[src/rtl/ftrig_pkg.sv]
package ftrig_pkg;
  localparam int REG_MASK   = 0;
  localparam int REG_THRESH = 1;
  localparam int REG_WIN    = 2;
  localparam int REG_CTRL   = 3;
  localparam int REG_LLAYER = 4;
  localparam int REG_LCOMBO = 5;
  localparam int REG_TSCAL  = 6;
  localparam int COMBO_BASE = 16;

  // number of set bits in a word
  function automatic int unsigned ones32(input logic [31:0] v);
    int unsigned n;
    n = 0;
    for (int i = 0; i < 32; i++) n += {31'b0, v[i]};
    return n;
  endfunction

  // zero is not a legal setting for window or threshold: map it to one
  function automatic logic [7:0] nonzero8(input logic [7:0] v);
    return (v == 8'd0) ? 8'd1 : v;
  endfunction
endpackage

[src/rtl/ftrig_layer_cond.sv]
module ftrig_layer_cond #(
  parameter int NLAYER = 8,
  parameter int WIN_W  = 4
) (
  input  logic              clk,
  input  logic              rst_n,
  input  logic [NLAYER-1:0] layer_in,
  input  logic [WIN_W-1:0]  win,
  output logic [NLAYER-1:0] rise,
  output logic [NLAYER-1:0] active
);
  for (genvar i = 0; i < NLAYER; i++) begin : g_layer
    logic s1, s2, s3;
    logic [WIN_W-1:0] left;
    always_ff @(posedge clk or negedge rst_n) begin
      if (!rst_n) begin
        s1 <= 1'b0; s2 <= 1'b0; s3 <= 1'b0; left <= '0;
      end else begin
        s1 <= layer_in[i];
        s2 <= s1;
        s3 <= s2;
        if (s2 && !s3)        left <= win;
        else if (left != '0)  left <= left - 1'b1;
      end
    end
    assign rise[i]   = s2 & ~s3;
    assign active[i] = (left != '0);
  end
endmodule

[src/rtl/ftrig_coinc_core.sv]
module ftrig_coinc_core #(
  parameter int NLAYER = 8,
  parameter int CNT_W  = $clog2(NLAYER + 1)
) (
  input  logic              clk,
  input  logic              rst_n,
  input  logic [NLAYER-1:0] active,
  input  logic [NLAYER-1:0] mask,
  input  logic [CNT_W-1:0]  thresh,
  input  logic              veto_en,
  input  logic              ack,
  output logic [NLAYER-1:0] combo,
  output logic [NLAYER-1:0] combo_rise,
  output logic              fire_now,
  output logic              raw_trig,
  output logic              trig_out,
  output logic              lam
);
  import ftrig_pkg::*;

  logic [CNT_W-1:0]  mult;
  logic              cond, cond_q, raw_edge, blocked;
  logic [NLAYER-1:0] combo_q;

  assign mult = CNT_W'(ones32(32'(active & ~mask)));
  assign cond = (mult >= thresh);

  for (genvar k = 0; k < NLAYER; k++) begin : g_combo
    assign combo[k] = (mult >= CNT_W'(k + 1));
  end

  assign combo_rise = combo & ~combo_q;
  assign raw_edge   = cond & ~cond_q;
  assign blocked    = lam & veto_en;
  assign fire_now   = raw_edge & ~blocked;

  always_ff @(posedge clk or negedge rst_n) begin
    if (!rst_n) begin
      cond_q   <= 1'b0;
      combo_q  <= '0;
      raw_trig <= 1'b0;
      trig_out <= 1'b0;
      lam      <= 1'b0;
    end else begin
      cond_q   <= cond;
      combo_q  <= combo;
      raw_trig <= raw_edge;
      trig_out <= fire_now;
      if (fire_now) lam <= 1'b1;
      else if (ack) lam <= 1'b0;
    end
  end
endmodule

[src/rtl/ftrig_scaler.sv]
module ftrig_scaler #(
  parameter int W = 16
) (
  input  logic         clk,
  input  logic         rst_n,
  input  logic         inc,
  input  logic         clr,
  output logic [W-1:0] cnt
);
  always_ff @(posedge clk or negedge rst_n) begin
    if (!rst_n)                   cnt <= '0;
    else if (clr)                 cnt <= '0;
    else if (inc && (cnt != '1))  cnt <= cnt + 1'b1;
  end
endmodule

[src/rtl/coinc_final_trigger.sv]
module coinc_final_trigger #(
  parameter int NLAYER  = 8,
  parameter int ADDR_W  = 5,
  parameter int CSCAL_W = 16,
  parameter int TSCAL_W = 24
) (
  input  logic              clk,
  input  logic              rst_n,
  input  logic [NLAYER-1:0] layer_in,
  input  logic              host_we,
  input  logic [ADDR_W-1:0] host_addr,
  input  logic [31:0]       host_wdata,
  output logic [31:0]       host_rdata,
  output logic              trig_out,
  output logic              raw_trig,
  output logic              lam
);
  import ftrig_pkg::*;

  localparam int WIN_W = 4;
  localparam int CNT_W = $clog2(NLAYER + 1);

  logic [NLAYER-1:0]  mask_q;
  logic [CNT_W-1:0]   thresh_q;
  logic [WIN_W-1:0]   win_q;
  logic               veto_en_q;
  logic [NLAYER-1:0]  lat_layer_q, lat_combo_q;
  logic [NLAYER-1:0]  rise, active, combo, combo_rise;
  logic               fire_now, ack;
  logic [TSCAL_W-1:0] tscal;
  logic [CSCAL_W-1:0] cscal [NLAYER];
  logic [NLAYER-1:0]  cclr;
  logic               tclr;

  function automatic logic hit(input logic [ADDR_W-1:0] a, input int r);
    return host_we && (a == ADDR_W'(r));
  endfunction

  assign ack  = hit(host_addr, REG_CTRL) && host_wdata[1];
  assign tclr = hit(host_addr, REG_TSCAL);

  always_ff @(posedge clk or negedge rst_n) begin
    if (!rst_n) begin
      mask_q    <= '0;
      thresh_q  <= CNT_W'(1);
      win_q     <= WIN_W'(1);
      veto_en_q <= 1'b1;
    end else begin
      if (hit(host_addr, REG_MASK))   mask_q    <= host_wdata[NLAYER-1:0];
      if (hit(host_addr, REG_THRESH))
        thresh_q <= CNT_W'(nonzero8({{(8-CNT_W){1'b0}}, host_wdata[CNT_W-1:0]}));
      if (hit(host_addr, REG_WIN))
        win_q    <= WIN_W'(nonzero8({4'b0, host_wdata[WIN_W-1:0]}));
      if (hit(host_addr, REG_CTRL))   veto_en_q <= host_wdata[0];
    end
  end

  always_ff @(posedge clk or negedge rst_n) begin
    if (!rst_n) begin
      lat_layer_q <= '0;
      lat_combo_q <= '0;
    end else if (fire_now) begin
      lat_layer_q <= active;
      lat_combo_q <= combo;
    end
  end

  ftrig_layer_cond #(.NLAYER(NLAYER), .WIN_W(WIN_W)) u_cond (
    .clk(clk), .rst_n(rst_n), .layer_in(layer_in), .win(win_q),
    .rise(rise), .active(active)
  );

  ftrig_coinc_core #(.NLAYER(NLAYER), .CNT_W(CNT_W)) u_core (
    .clk(clk), .rst_n(rst_n), .active(active), .mask(mask_q),
    .thresh(thresh_q), .veto_en(veto_en_q), .ack(ack),
    .combo(combo), .combo_rise(combo_rise), .fire_now(fire_now),
    .raw_trig(raw_trig), .trig_out(trig_out), .lam(lam)
  );

  ftrig_scaler #(.W(TSCAL_W)) u_tscal (
    .clk(clk), .rst_n(rst_n), .inc(raw_trig), .clr(tclr), .cnt(tscal)
  );

  for (genvar k = 0; k < NLAYER; k++) begin : g_cscal
    assign cclr[k] = hit(host_addr, COMBO_BASE + k);
    ftrig_scaler #(.W(CSCAL_W)) u_cs (
      .clk(clk), .rst_n(rst_n), .inc(combo_rise[k]), .clr(cclr[k]), .cnt(cscal[k])
    );
  end

  always_comb begin
    host_rdata = '0;
    if (host_addr == ADDR_W'(REG_MASK))   host_rdata = 32'(mask_q);
    if (host_addr == ADDR_W'(REG_THRESH)) host_rdata = 32'(thresh_q);
    if (host_addr == ADDR_W'(REG_WIN))    host_rdata = 32'(win_q);
    if (host_addr == ADDR_W'(REG_CTRL))   host_rdata = {29'b0, lam, 1'b0, veto_en_q};
    if (host_addr == ADDR_W'(REG_LLAYER)) host_rdata = 32'(lat_layer_q);
    if (host_addr == ADDR_W'(REG_LCOMBO)) host_rdata = 32'(lat_combo_q);
    if (host_addr == ADDR_W'(REG_TSCAL))  host_rdata = 32'(tscal);
    for (int k = 0; k < NLAYER; k++)
      if (host_addr == ADDR_W'(COMBO_BASE + k)) host_rdata = 32'(cscal[k]);
  end
endmodule

[config.mk]
export PLATFORM = sky130hd
export DESIGN_NAME = coinc_final_trigger
export DESIGN_NICKNAME = d
export VERILOG_FILES = /design/src/rtl/ftrig_pkg.sv /design/src/rtl/ftrig_layer_cond.sv /design/src/rtl/ftrig_coinc_core.sv /design/src/rtl/ftrig_scaler.sv /design/src/rtl/coinc_final_trigger.sv
export SDC_FILE = /design/constraint.sdc
export NUM_CORES = 1
export LEC_CHECK = 0
export BUFFER_PORTS_ARGS = -buffer_cell sky130_fd_sc_hd__buf_2
export CORE_ASPECT_RATIO = 0.5
export CORE_MARGIN = 2
export CORE_UTILIZATION = 50
export CTS_CLUSTER_SIZE = 8
export DETAILED_ROUTE_END_ITERATION = 8
export GPL_TIMING_DRIVEN = 1
export HOLD_SLACK_MARGIN = 0.15
export PLACE_DENSITY = 0.71
export RECOVER_POWER = 25
export SETUP_SLACK_MARGIN = 0.2
export SLEW_MARGIN = 25
export SYNTH_ARGS = -nofsm -noshare
export SYNTH_HDL_FRONTEND = slang
export SYNTH_SLANG_ARGS = --single-unit
export TNS_END_PERCENT = 10
[constraint.sdc]
create_clock -name clk -period 9.64 [get_ports clk]
set_input_delay 0.964 -clock clk [delete_from_list [all_inputs] [get_ports clk]]
set_output_delay 0.964 -clock clk [all_outputs]
set_load 0.02 [all_outputs]
# [Word level (Yosys, flattened, before mapping)]
# Index checks and enable logic that the tools add are counted.
[totals] output_inout_bits=35 inputBits=48 word_cells=260 register_bits=253
[classes] addsub=48 reduce_logical=67 order_cmp=9 eq_ne=23 n_mux=52 bitwise=9
[op_table] operator="two-way mux 32 bit" n=14
[op_table] operator="two-way mux 16 bit" n=16
[op_table] operator="adder 16 x 1 -> 16 bit (second input constant)" n=8
[op_table] operator="!= test 16 bit (second input constant)" n=8
[op_table] operator="adder 4 x 1 -> 4 bit" n=30
[op_table] operator="two-way mux 4 bit" n=17
[op_table] operator="two-way mux 24 bit" n=2
[op_table] operator="== test 5 bit (second input constant)" n=8
[op_table] operator="nonzero test 2 bit" n=18
[op_table] operator="AND 8 x 32 -> 32 bit" n=1
[op_table] operator="NOT 8 -> 32 bit" n=1
[op_table] operator="nonzero test 4 bit" n=8
[op_table] operator="subtractor 4 x 1 -> 4 bit (second input constant)" n=8
[op_table] operator="logical AND 1 bit" n=31
[op_table] operator="adder 24 x 1 -> 24 bit (second input constant)" n=1
[op_table] operator="!= test 24 bit (second input constant)" n=1
[op_table] operator="greater-or-equal comparator 4 x 3 -> 1 bit (second input constant)" n=4
[op_table] operator="== test 5 x 3 -> 1 bit (second input constant)" n=3
[op_table] operator="== test 5 x 2 -> 1 bit (second input constant)" n=2
[op_table] operator="AND 8 bit" n=1
[op_table] operator="greater-or-equal comparator 4 x 2 -> 1 bit (second input constant)" n=2
[op_table] operator="logical NOT 1 bit" n=8
[op_table] operator="two-way mux 8 bit" n=1
[op_table] operator="NOT 8 bit" n=1
[op_table] operator="other kinds (10)" n=14

# [Depth between registers and ports, before layout]
[logic_depth] depth_word=38 depth_mapped=17

# [Cells and area by module]
# From an unflattened synthesis, not the netlist that was laid out.
[unflattened] cells_unflattened=1655 hier_area_um2=15683.8
[by_module_without_submodules] mod="ftrig_scaler at g_cscal[0].u_cs ..." cells_each=98 instances=8 area_each_um2=942.2
[by_module_without_submodules] mod="coinc_final_trigger" cells_each=405 instances=1 area_each_um2=3428.3
[by_module_without_submodules] mod="ftrig_layer_cond" cells_each=240 instances=1 area_each_um2=2602.5
[by_module_without_submodules] mod="ftrig_scaler at u_tscal" cells_each=146 instances=1 area_each_um2=1357.6
[by_module_without_submodules] mod="ftrig_coinc_core" cells_each=80 instances=1 area_each_um2=758.2

# [Worst setup path after synthesis]
# No wires, ideal clock.
[synth_path] path_type="flip-flop to flip-flop" startpoint="register u_cond.g_layer[3].left[0]" endpoint="register lat_layer_q[2]" t_arrival_ns=4.792 setup_slack_ns=4.723 n_path_buf=2 stages_incl_launch_ff=18 required_ns=9.515 cell_sequence="dfrtp_1 > inv_1 > ha_1 > nor3b_1 > nor2_1 > fa_1 > fa_1 > fa_1 > inv_1 > fa_1 > inv_1 > ha_1 > a21o_1 > and3_1 > o31a_1 > buf_2 > buf_2 > mux2_2"
[synth_between] elab_chain_len=34
[synth_rtl] element="start, declared" line="ftrig_layer_cond.sv:14" source="logic [WIN_W-1:0] left;"
[synth_rtl] element="start signal, assigned" line="ftrig_layer_cond.sv:22" source="if (s2 && !s3) left <= win;"
[synth_rtl] element="start signal, assigned" line="ftrig_layer_cond.sv:23" source="else if (left != '0) left <= left - 1'b1;"
[synth_rtl] element="nonzero test 4 bit" line="ftrig_layer_cond.sv:27" source="assign active[i] = (left != '0);"
[synth_rtl] element="AND 8 x 32 -> 32 bit" line="ftrig_coinc_core.sv:25" source="assign mult = CNT_W'(ones32(32'(active & ~mask)));"
[synth_rtl] element="adder 4 x 1 -> 4 bit (29 in a row)" line="ftrig_pkg.sv:15" source="for (int i = 0; i < 32; i++) n += {31'b0, v[i]};"
[synth_rtl] element="greater-or-equal comparator 4 bit" line="ftrig_coinc_core.sv:26" source="assign cond = (mult >= thresh);"
[synth_rtl] element="AND 1 bit" line="ftrig_coinc_core.sv:33" source="assign raw_edge = cond & ~cond_q;"
[synth_rtl] element="AND 1 bit" line="ftrig_coinc_core.sv:35" source="assign fire_now = raw_edge & ~blocked;"
[synth_rtl] element="net fire_now" line="coinc_final_trigger.sv:29" source="logic fire_now, ack;"
[synth_rtl] element="end signal, assigned" line="coinc_final_trigger.sv:63" source="lat_layer_q <= active;"
[synth_rtl] element="end, declared" line="coinc_final_trigger.sv:27" source="logic [NLAYER-1:0] lat_layer_q, lat_combo_q;"
# The timed path passes the listed nets, and every way through them passes these cells.
# A chain may end at the register's enable or synchronous reset.

==> flow_summary.toml <==
[worst_setup_path]
cp_slowest_cell = "clkbuf_1"
slowest_delay_ns = 3.86
cp_top_family = "buffers and inverters"
worstPathRequired_ns = 8.90
endpoint_kind = "asynchronous set/reset pin"
critPathLaunchType = "input pin"
crit_type = "input pin to asynchronous set/reset pin"
crit_buf_inv = 1
path_cells = "clkbuf_1"
crit_arrival_ns = 4.91
critPathMaxFanout = 104

[cts]
clockRootBuffer = "clkbuf_16"
cts_tree = "built"
cts-resized-gates = 0
clock_sinks = 253
htree_levels = 2
cts_buffers = 37
clkTransAtPathRegs_ns = 0.05
cts.repair_timing.setup_buffer_count = 0
cts_hold_buffers = 0
clockBufferDepth = 3
worstSkewPairLatency_ns = 0.54

[detailed_routing]
wire_per_inst_um = 20.21
drtIter0Drc = 1275
wirelength_mm = 40.38
num_vias = 12530
drc = 0
vias_per_cell = 6.272
ant_nets = 0
drtPass1Iterations = 6

[yosys]
synth-xor-area-share_pct = 4.623
synthSimpleGateAreaFrac_pct = 24.26
ys_seq_area_share_pct = 43.51
synth_top_family_by_area = "simple AND/OR/NAND/NOR gates"
yosys.area_share.adder_pct = 2.612
synthCells = 1568
ys_warn_count = 0
postSynth.asyncResetShare_pct = 100.0
synth-edff-count = 0
yosys_register_bits = 253
syn_avg_cell_area_um2 = 9.286
synth_cell_types = 81
synthFlopType = "dfrtp_1"
synth_compound_area_share_pct = 14.08
synthMuxAreaShare_pct = 6.600
synth_area_um2 = 14560

[timing]
period_share_pct = 58.64
tightest_slew_ns = 5.634
max_slew_margin_pct = -275.6
fin_crit_ns = 5.653
max_freq_ghz = 0.1769
slew_viol_final = 105
rsz0062_at_grt = "no"
clock_skew_ns = 0.01595
finalSetupTns_ns = 0
hold_violations = 0
setup-violations-final = 0
hold-worst-slack_ns = 0.3440

[placement]
place_area_um2 = 15090
hpwl_mm = 28.64
port_buffers = 50
place_congestion = 0.9481

[die]
dieWidth_um = 245.3
start_util_pct = 50.57
coreArea_um2 = 28790
num_rows = 44
die_height_um = 124.7
die_area_um2 = 30580
ios = 83

[run]
max_cap_violations = 1

[layout]
layout.nets = 1673
areaGrowthSynthToFinish_pct = 10.67
design_area_um2 = 16110
fin_util_pct = 55.97
n_antenna_cell = 0
drive_gt1_share_pct = 10.95

[grt]
grt_pass1_vias = 12020
grt_usage_pct = 26.73
grt-ovfl-total = 0
grt_start_max_net_pins = 105
antenna_found_initial = 0
grt_pass1_wl_mm = 65.21

[pwr]
p_leak_uw = 0.006534
power_density_nw_per_um2 = 339.0
vdd_drop_max_mv = 0.2230

[outcome]
status = "finished with violations"
violations = "capacitance limit, slew limit"

[hold_path]
hold_path.class = "flop to flop"
[synthesized netlist by cell type, types with 4 or more instances]
library cell    n  area [um^2]
o31ai_1        19        142.6
mux4_2         14        315.3
mux2i_1        33        330.3
o2111ai_1       6        52.55
buf_4          10        75.07
nand2_1       106        397.9
a2111oi_0      10        87.58
mux2_2         28        315.3
a211oi_1        9        67.56
nand4b_1        6        52.55
a221oi_1        8        70.07
nor2_1        169        634.4
o21ai_0        60        300.3
and3_1         31        193.9
nand2b_1       28        175.2
xnor2_1        57        499.2
inv_1          63        236.5
nor3_1         32        160.2
a22oi_1        13        97.59
buf_2          21        105.1
nand3_1        58        290.3
fa_1            4        80.08
a21o_1          7        52.55
o22ai_1         4        25.02
a21oi_1       125        625.6
a31oi_1         9        56.30
o311ai_0        4        35.03
xor2_1         18        157.7
buf_1           5        18.77
nand3b_1       13        97.59
nor3b_1        12        90.09
clkbuf_1       48        180.2
nor4b_1         4        35.03
or4_1          24        180.2
nor2b_1        14        87.58
o211ai_1       12        90.09
nand4_1        54        337.8
dfrtp_1       250         6256
or3_1          46        287.8
and2_1         15        93.84
and4_1         17        148.9
ha_1           24        300.3
nor4_1         23        143.9
[sequential cells by signal, summed over array words and instances (netlist names), 4 cells and up]
| name | count |
|---|---|
| g_cscal.u_cs.cnt | 128 |
| lat_combo_q | 8 |
| lat_layer_q | 8 |
| mask_q | 8 |
| thresh_q | 4 |
| u_cond.g_layer.left | 32 |
| u_cond.g_layer.s1 | 8 |
| u_cond.g_layer.s2 | 8 |
| u_cond.g_layer.s3 | 8 |
| u_core.combo_q | 8 |
| u_tscal.cnt | 24 |
| win_q | 4 |
[cell type report]
| cell class | count | area (um^2) |
|---|---|---|
| inverters | 64 | 240.2 |
| fillers | 2522 | 12680 |
| clock inverters | 4 | 46.29 |
| repair buffers | 68 | 391.6 |
| clock buffers | 45 | 955.9 |
| flip-flops and latches | 253 | 6335 |
| multi-input cells | 1173 | 7656 |
| well taps | 391 | 489.2 |
[per-stage QoR]
stage,setup WS (ns),power (uW),instances
after global placement,4.292,4109,1949
after CTS,4.124,5433,1998
final,3.987,5463,1998
after detailed placement,4.177,4238,1949
after floorplan,4.723,3513,1575
after global routing,2.682,5808,1998
[where the power goes]
part	switching, uW	internal (uW)	total (uW)	leakage [uW]
clock	474	692	1170	0.000488
sequential	590	1490	2080	0.00300
combinational	1320	892	2210	0.00304
total	2390	3080	5460	0.00653
[per-layer routing]
metal / wire length [um] / GRT usage (%) / share of wire [%] / up-vias
met4: 1053 / 8.307 / 2.6 / 0
met1: 17800 / 38.27 / 44 / 6177
met3: 3395 / 5.387 / 8.4 / 80
li1: - / - / - / 5787
met5: 0 / 0 / 0 / -
met2: 18130 / 40.93 / 45 / 487
[cell usage in the layout, fill, tap and decap left out, types with 28 or more instances in the layout]
cell type    n
dfrtp_1    250
nor2_1     164
a21oi_1    125
nand2_1    106
inv_1       63
o21ai_0     60
nand3_1     58
xnor2_1     57
nand4_1     54
buf_2       49
or3_1       46
clkbuf_16   37
mux2i_1     33
nor3_1      32
and3_1      31
nand2b_1    28
mux2_2      28
[path summary, 6_finish.rpt]
| path | cells after the start | slack [ns] | start | to |
|---|---|---|---|---|
| max | 1 | 3.99 | rst_n | g_cscal[1].u_cs.cnt[13] |
| min | 0 | 0.34 | u_cond.g_layer[2].s1 | u_cond.g_layer[2].s2 |
| max reg2reg | 15 | 4.10 | u_cond.g_layer[0].left[0] | lat_layer_q[6] |
| min reg2reg | 0 | 0.34 | u_cond.g_layer[2].s1 | u_cond.g_layer[2].s2 |
| max in group clk | 15 | 4.10 | u_cond.g_layer[0].left[0] | lat_layer_q[6] |
| min in group asynchronous | 1 | 2.50 | rst_n | u_cond.g_layer[4].s1 |
[cells by family after synthesis]
group | count (synthesis)
adders and majority gates | 28
and+or+nand+nor | 665
muxes | 75
xor gates and xnor gates | 76
buffers and inverters | 149
AOI/OAI and AO/OA | 321
other | 1
DFF | 253
Note: power is estimated with default switching activity, not from simulation.
